[src/rtl/dstk_pkg.sv]
package dstk_pkg;

  localparam int OPC_W = 6;

  localparam logic [OPC_W-1:0] OPC_POP  = 6'h18;
  localparam logic [OPC_W-1:0] OPC_LDA  = 6'h19;
  localparam logic [OPC_W-1:0] OPC_DUP  = 6'h1A;
  localparam logic [OPC_W-1:0] OPC_OVER = 6'h1B;
  localparam logic [OPC_W-1:0] OPC_PUSH = 6'h1C;
  localparam logic [OPC_W-1:0] OPC_STA  = 6'h1D;
  localparam logic [OPC_W-1:0] OPC_NOP  = 6'h1E;
  localparam logic [OPC_W-1:0] OPC_DROP = 6'h1F;

  localparam logic [1:0] LDM_REPL = 2'd0;
  localparam logic [1:0] LDM_PUSH = 2'd1;
  localparam logic [1:0] LDM_POP  = 2'd2;

  typedef enum logic [1:0] {STK_IDLE, STK_PUSH, STK_POP} stk_act_e;
  typedef enum logic [2:0] {TSRC_HOLD, TSRC_S, TSRC_R, TSRC_A, TSRC_EXT} tsrc_e;
  typedef enum logic [1:0] {RSRC_HOLD, RSRC_T, RSRC_BELOW, RSRC_EXT} rsrc_e;

  typedef struct packed {
    tsrc_e    t_src;
    stk_act_e d_act;
    rsrc_e    r_src;
    stk_act_e r_act;
    logic     a_wr;
  } ctl_t;

  // Register-class opcode that actually moves something (NOP excluded)
  function automatic logic is_stack_op(input logic [OPC_W-1:0] op);
    return (op[5:3] == 3'b011) && (op != OPC_NOP);
  endfunction

endpackage

[src/rtl/dstk_decode.sv]
module dstk_decode
  import dstk_pkg::*;
(
  input  logic             op_valid,
  input  logic [OPC_W-1:0] opcode,
  input  logic             ld_en,
  input  logic [1:0]       ld_mode,
  input  logic             rs_push,
  input  logic             rs_pop,
  output ctl_t             ctl,
  output logic             seq_take,
  output logic             op_take,
  output logic             ld_take
);

  always_comb begin
    seq_take = rs_push | rs_pop;
    op_take  = !seq_take && op_valid && is_stack_op(opcode);
    ld_take  = !seq_take && !op_take && ld_en;

    ctl = '{t_src: TSRC_HOLD, d_act: STK_IDLE, r_src: RSRC_HOLD,
            r_act: STK_IDLE, a_wr: 1'b0};

    if (seq_take) begin
      if (rs_push) begin
        ctl.r_act = STK_PUSH;
        ctl.r_src = RSRC_EXT;
      end else begin
        ctl.r_act = STK_POP;
        ctl.r_src = RSRC_BELOW;
      end
    end else if (op_take) begin
      case (opcode)
        OPC_POP: begin
          ctl.t_src = TSRC_R;
          ctl.d_act = STK_PUSH;
          ctl.r_src = RSRC_BELOW;
          ctl.r_act = STK_POP;
        end
        OPC_LDA: begin
          ctl.t_src = TSRC_A;
          ctl.d_act = STK_PUSH;
        end
        OPC_DUP: ctl.d_act = STK_PUSH;
        OPC_OVER: begin
          ctl.t_src = TSRC_S;
          ctl.d_act = STK_PUSH;
        end
        OPC_PUSH: begin
          ctl.t_src = TSRC_S;
          ctl.d_act = STK_POP;
          ctl.r_src = RSRC_T;
          ctl.r_act = STK_PUSH;
        end
        OPC_STA: begin
          ctl.t_src = TSRC_S;
          ctl.d_act = STK_POP;
          ctl.a_wr  = 1'b1;
        end
        OPC_DROP: begin
          ctl.t_src = TSRC_S;
          ctl.d_act = STK_POP;
        end
        default: ;
      endcase
    end else if (ld_take) begin
      ctl.t_src = TSRC_EXT;
      if (ld_mode == LDM_PUSH)     ctl.d_act = STK_PUSH;
      else if (ld_mode == LDM_POP) ctl.d_act = STK_POP;
    end
  end

endmodule

[src/rtl/lifo_ring.sv]
module lifo_ring
  import dstk_pkg::*;
#(
  parameter int W     = 25,
  parameter int DEPTH = 17
) (
  input  logic         clk,
  input  logic         clr,
  input  stk_act_e     act,
  input  logic [W-1:0] wdata,
  output logic [W-1:0] top
);

  localparam int PW = (DEPTH > 1) ? $clog2(DEPTH) : 1;
  localparam logic [PW-1:0] LAST = PW'(DEPTH - 1);

  logic [W-1:0]  mem [DEPTH];
  logic [PW-1:0] ptr, ptr_nxt, ptr_prv;

  function automatic logic [PW-1:0] ring_up(input logic [PW-1:0] p);
    return (p == LAST) ? '0 : p + PW'(1);
  endfunction

  function automatic logic [PW-1:0] ring_dn(input logic [PW-1:0] p);
    return (p == '0) ? LAST : p - PW'(1);
  endfunction

  generate
    if ((1 << PW) == DEPTH) begin : g_pow2
      assign ptr_nxt = ptr + PW'(1);
      assign ptr_prv = ptr - PW'(1);
    end else begin : g_wrap
      assign ptr_nxt = ring_up(ptr);
      assign ptr_prv = ring_dn(ptr);
    end
  endgenerate

  always_ff @(posedge clk) begin
    if (clr) begin
      for (int i = 0; i < DEPTH; i++) mem[i] <= '0;
      ptr <= '0;
    end else begin
      case (act)
        STK_PUSH: begin
          mem[ptr_nxt] <= wdata;
          ptr          <= ptr_nxt;
        end
        STK_POP: ptr <= ptr_prv;
        default: ;
      endcase
    end
  end

  assign top = mem[ptr];

endmodule

[src/rtl/dstk_regs.sv]
module dstk_regs
  import dstk_pkg::*;
#(
  parameter int W = 25
) (
  input  logic         clk,
  input  logic         clr,
  input  ctl_t         ctl,
  input  logic [W-1:0] ld_data,
  input  logic [W-1:0] rs_addr,
  input  logic [W-1:0] s_top,
  input  logic [W-1:0] r_below,
  output logic [W-1:0] t_q,
  output logic [W-1:0] r_q,
  output logic [W-1:0] a_q
);

  logic [W-1:0] t_d, r_d;

  always_comb begin
    case (ctl.t_src)
      TSRC_S:   t_d = s_top;
      TSRC_R:   t_d = r_q;
      TSRC_A:   t_d = a_q;
      TSRC_EXT: t_d = ld_data;
      default:  t_d = t_q;
    endcase
    case (ctl.r_src)
      RSRC_T:     r_d = t_q;
      RSRC_BELOW: r_d = r_below;
      RSRC_EXT:   r_d = rs_addr;
      default:    r_d = r_q;
    endcase
  end

  always_ff @(posedge clk) begin
    if (clr) begin
      t_q <= '0;
      r_q <= '0;
      a_q <= '0;
    end else begin
      t_q <= t_d;
      r_q <= r_d;
      if (ctl.a_wr) a_q <= t_q;
    end
  end

endmodule

[src/rtl/dual_stack_core.sv]
module dual_stack_core
  import dstk_pkg::*;
#(
  parameter int DW       = 25,
  parameter int DS_DEPTH = 17,
  parameter int RS_DEPTH = 33
) (
  input  logic          clk,
  input  logic          clr,
  input  logic          op_valid,
  input  logic [5:0]    opcode,
  input  logic          ld_en,
  input  logic [1:0]    ld_mode,
  input  logic [DW-1:0] ld_data,
  input  logic          rs_push,
  input  logic          rs_pop,
  input  logic [DW-1:0] rs_addr,
  output logic [DW-1:0] t_out,
  output logic [DW-1:0] s_out,
  output logic [DW-1:0] r_out,
  output logic [DW-1:0] a_out
);

  ctl_t          ctl;
  logic          seq_take, op_take, ld_take;
  logic [DW-1:0] t_q, r_q, a_q, s_top, r_below;

  dstk_decode u_dec (
    .op_valid (op_valid),
    .opcode   (opcode),
    .ld_en    (ld_en),
    .ld_mode  (ld_mode),
    .rs_push  (rs_push),
    .rs_pop   (rs_pop),
    .ctl      (ctl),
    .seq_take (seq_take),
    .op_take  (op_take),
    .ld_take  (ld_take)
  );

  dstk_regs #(.W(DW)) u_regs (
    .clk     (clk),
    .clr     (clr),
    .ctl     (ctl),
    .ld_data (ld_data),
    .rs_addr (rs_addr),
    .s_top   (s_top),
    .r_below (r_below),
    .t_q     (t_q),
    .r_q     (r_q),
    .a_q     (a_q)
  );

  // Data stack sits below T; it always receives the old T on a push
  lifo_ring #(.W(DW), .DEPTH(DS_DEPTH)) u_dstack (
    .clk   (clk),
    .clr   (clr),
    .act   (ctl.d_act),
    .wdata (t_q),
    .top   (s_top)
  );

  // Return stack sits below R; it always receives the old R on a push
  lifo_ring #(.W(DW), .DEPTH(RS_DEPTH)) u_rstack (
    .clk   (clk),
    .clr   (clr),
    .act   (ctl.r_act),
    .wdata (r_q),
    .top   (r_below)
  );

  assign t_out = t_q;
  assign s_out = s_top;
  assign r_out = r_q;
  assign a_out = a_q;

endmodule

[config.mk]
export PLATFORM = sky130hd
export DESIGN_NAME = dual_stack_core
export DESIGN_NICKNAME = d
export VERILOG_FILES = /design/src/rtl/dstk_pkg.sv /design/src/rtl/dstk_decode.sv /design/src/rtl/lifo_ring.sv /design/src/rtl/dstk_regs.sv /design/src/rtl/dual_stack_core.sv
export SDC_FILE = /design/constraint.sdc
export NUM_CORES = 2
export LEC_CHECK = 0
export ABC_AREA = 1
export BUFFER_PORTS_ARGS = -buffer_cell sky130_fd_sc_hd__buf_2
export CORE_MARGIN = 3
export CORE_UTILIZATION = 46
export CTS_CLUSTER_DIAMETER = 50
export CTS_CLUSTER_SIZE = 20
export DETAILED_ROUTE_END_ITERATION = 6
export SYNTH_ARGS = -nofsm -noshare
export SYNTH_HDL_FRONTEND = slang
export SYNTH_HIERARCHICAL = 1
export SYNTH_SLANG_ARGS = --single-unit
[constraint.sdc]
create_clock -name clk -period 5.1 [get_ports clk]
set_input_delay 0.765 -clock clk [delete_from_list [all_inputs] [get_ports clk]]
set_output_delay 0.765 -clock clk [all_outputs]
set_load 0.02 [all_outputs]
==> metrics <==
pwr dens 395 nW/um^2; vias in the first global route 73500; Critical Path Start Type flip-flop; io pins 164; Crit Path Max Fanout approximately 180; TritonRoute pass-1 iters 6; hold-fix buffers at CTS 0; RSZ-0062 raised after global routing no; Post-Route M1 WL around 140000 um; Hold Path Class primary input to flip-flop; final setup fails 0; Design Area, Final 121000 sq um; Congestion Overflow GR 0; Post-Syn Nets about 11000; DRC viols 0; yosys warns 6; Die ar. 243000 sq um; net switching power figure roughly 14 mW; Final Util 0.515; Net count, final 10600; CTS tree built; Worst-path clk slew 70 ps; WL final 347000 um; setup tns final 0 ps; Final min period about 4500 ps; Core Region 236000 sq um; CP Class flip-flop to primary output; Pins Over Slew Limit 0; final hold vios 0; routed length per placed instance 25.0 um; H-tree depth 4; worst path arrival time 3780 ps; met2 WL post-DR 155000 um; top sig layer met4; antenna violations before repair 10; GPL Wtd Cong between 1 and 1.5; I/O Buffers roughly 160; Die H between 400 and 500 um; largest net degree at the start of global routing 187; clock skew just over 80 ps; maxcap violations 0; worst slew pin tran 1350 ps; die width about 490 um; DPL Wire Length 217000 um; P_leak ~45 nW; via count 79600; DRT iter0 DRCs 10400; DR vias/cell roughly 5.7; Worst slew margin 0.100; Flop pwr share 0.487; Root Driver clkbuf_16; Mean Syn Cell Area between 10 and 15 sq um; Area growth syn-to-layout 11.3%; status complete, no violations; CTS Buf Count 234; combinational power share 0.126; GRT Util Overall 0.279; post-synthesis cell area around 110000 sq um; clock tree sinks 2497; fmax approximately 0.22 GHz; first-pass GRT wire length 500000 um; layout cells sized above 1 0.106; ANT nets after route 0; cell area after placement 113000 sq um; # rows about 180; Tcrit/Tclk final 0.890; # Post-CTS Setup Buffers 0; WL met3 37600 um; element type at the critical path end primary output; gate count after technology mapping 10600; post-cts sizing count 0; Pint 34.0 mW; clk buf depth 3; Initial Util 0.463; Clk Latency, worst-skew pair 900 ps; maximum VDD drop 0.408 mV; Critical Path RT ~4300 ps; switching fraction of total power 0.291; Clock Power Share 0.387
[metrics by stage]
stage / power, mW / setup WS, ps / hold slack, ps / instances
2_1_floorplan: 26.9 / 699 / 547 / 10600
3_3_place_gp: 29.6 / 556 / 466 / 13400
3_5_place_dp: 29.7 / 552 / 469 / 13400
4_1_cts: 48.0 / 532 / 112 / 13900
5_1_grt: 49.4 / 445 / 166 / 13900
6_report: 47.9 / 559 / 188 / 13900
[sequential cells by signal, summed over array words and instances, names as in the netlist, named ones only]
name / flops
u_rstack/mem: 1600
u_dstack/mem: 800
u_regs/a_q: 25
u_regs/r_q: 25
u_regs/t_q: 25
u_rstack/ptr: 6
u_dstack/ptr: 5
[final timing paths]
kind                        start                    to  slack, ps  cells past startpoint
setup / recovery        flip-flop             s_out[20]        560                      9
hold / removal        rs_addr[11]        u_regs/r_q[11]        190                      3
setup reg to reg  u_rstack/ptr[0]  u_rstack/mem[58][14]       1520                      9
hold reg to reg    u_regs/a_q[16]        u_regs/a_q[16]        480                      2
[power by group through the flow]
stage | clock [mW] | combinational [mW] | sequential (mW)
4_1_cts | 18.8 | 5.88 | 23.3
2_1_floorplan | 0 | 3.23 | 23.7
5_1_grt | 19.6 | 6.37 | 23.4
3_3_place_gp | 0 | 5.83 | 23.8
6_report | 18.6 | 6.04 | 23.3
3_5_place_dp | 0 | 5.86 | 23.8
[worst max-delay path, stage by stage, from the launching register on]
cell and delay, ps:
dfxtp_4 600, buf_12 650, nand3_1 270, nand3_1 300
nand2_1 80, nand2_1 60, nand2_1 110, nand2_1 150
nand2_1 260, buf_2 250
[metal layers]
layer / GRT usage / vias to the layer above
li1: - / 35800
met1: 0.394 / 39100
met2: 0.420 / 4091
met3: 0.0614 / 580
met4: 0.110 / 0
met5: 0 / -
[cell type report]
cell class,count,area (sq um)
fill,21100,114000
sequential,2497,74100
multi-input combinational,7141,31000
clock buffer,247,5970
tap,3150,3940
timing repair buffer,439,3240
clock inverter,196,2350
inverter,208,823
antenna,9,22.5
[layout by cell type, fill, tap and decap left out, types with 49 or more instances in the layout]
| cell | instances |
|---|---|
| nor2_1 | 1258 |
| clkinv_1 | 51 |
| o21ai_0 | 66 |
| nand2_1 | 3452 |
| inv_1 | 143 |
| nor2_2 | 84 |
| dfxtp_1 | 63 |
| nand3_1 | 1993 |
| a21oi_1 | 49 |
| buf_4 | 248 |
| edfxtp_1 | 2400 |
| buf_2 | 163 |
| clkbuf_16 | 237 |
(Power assumes the default switching activity.)
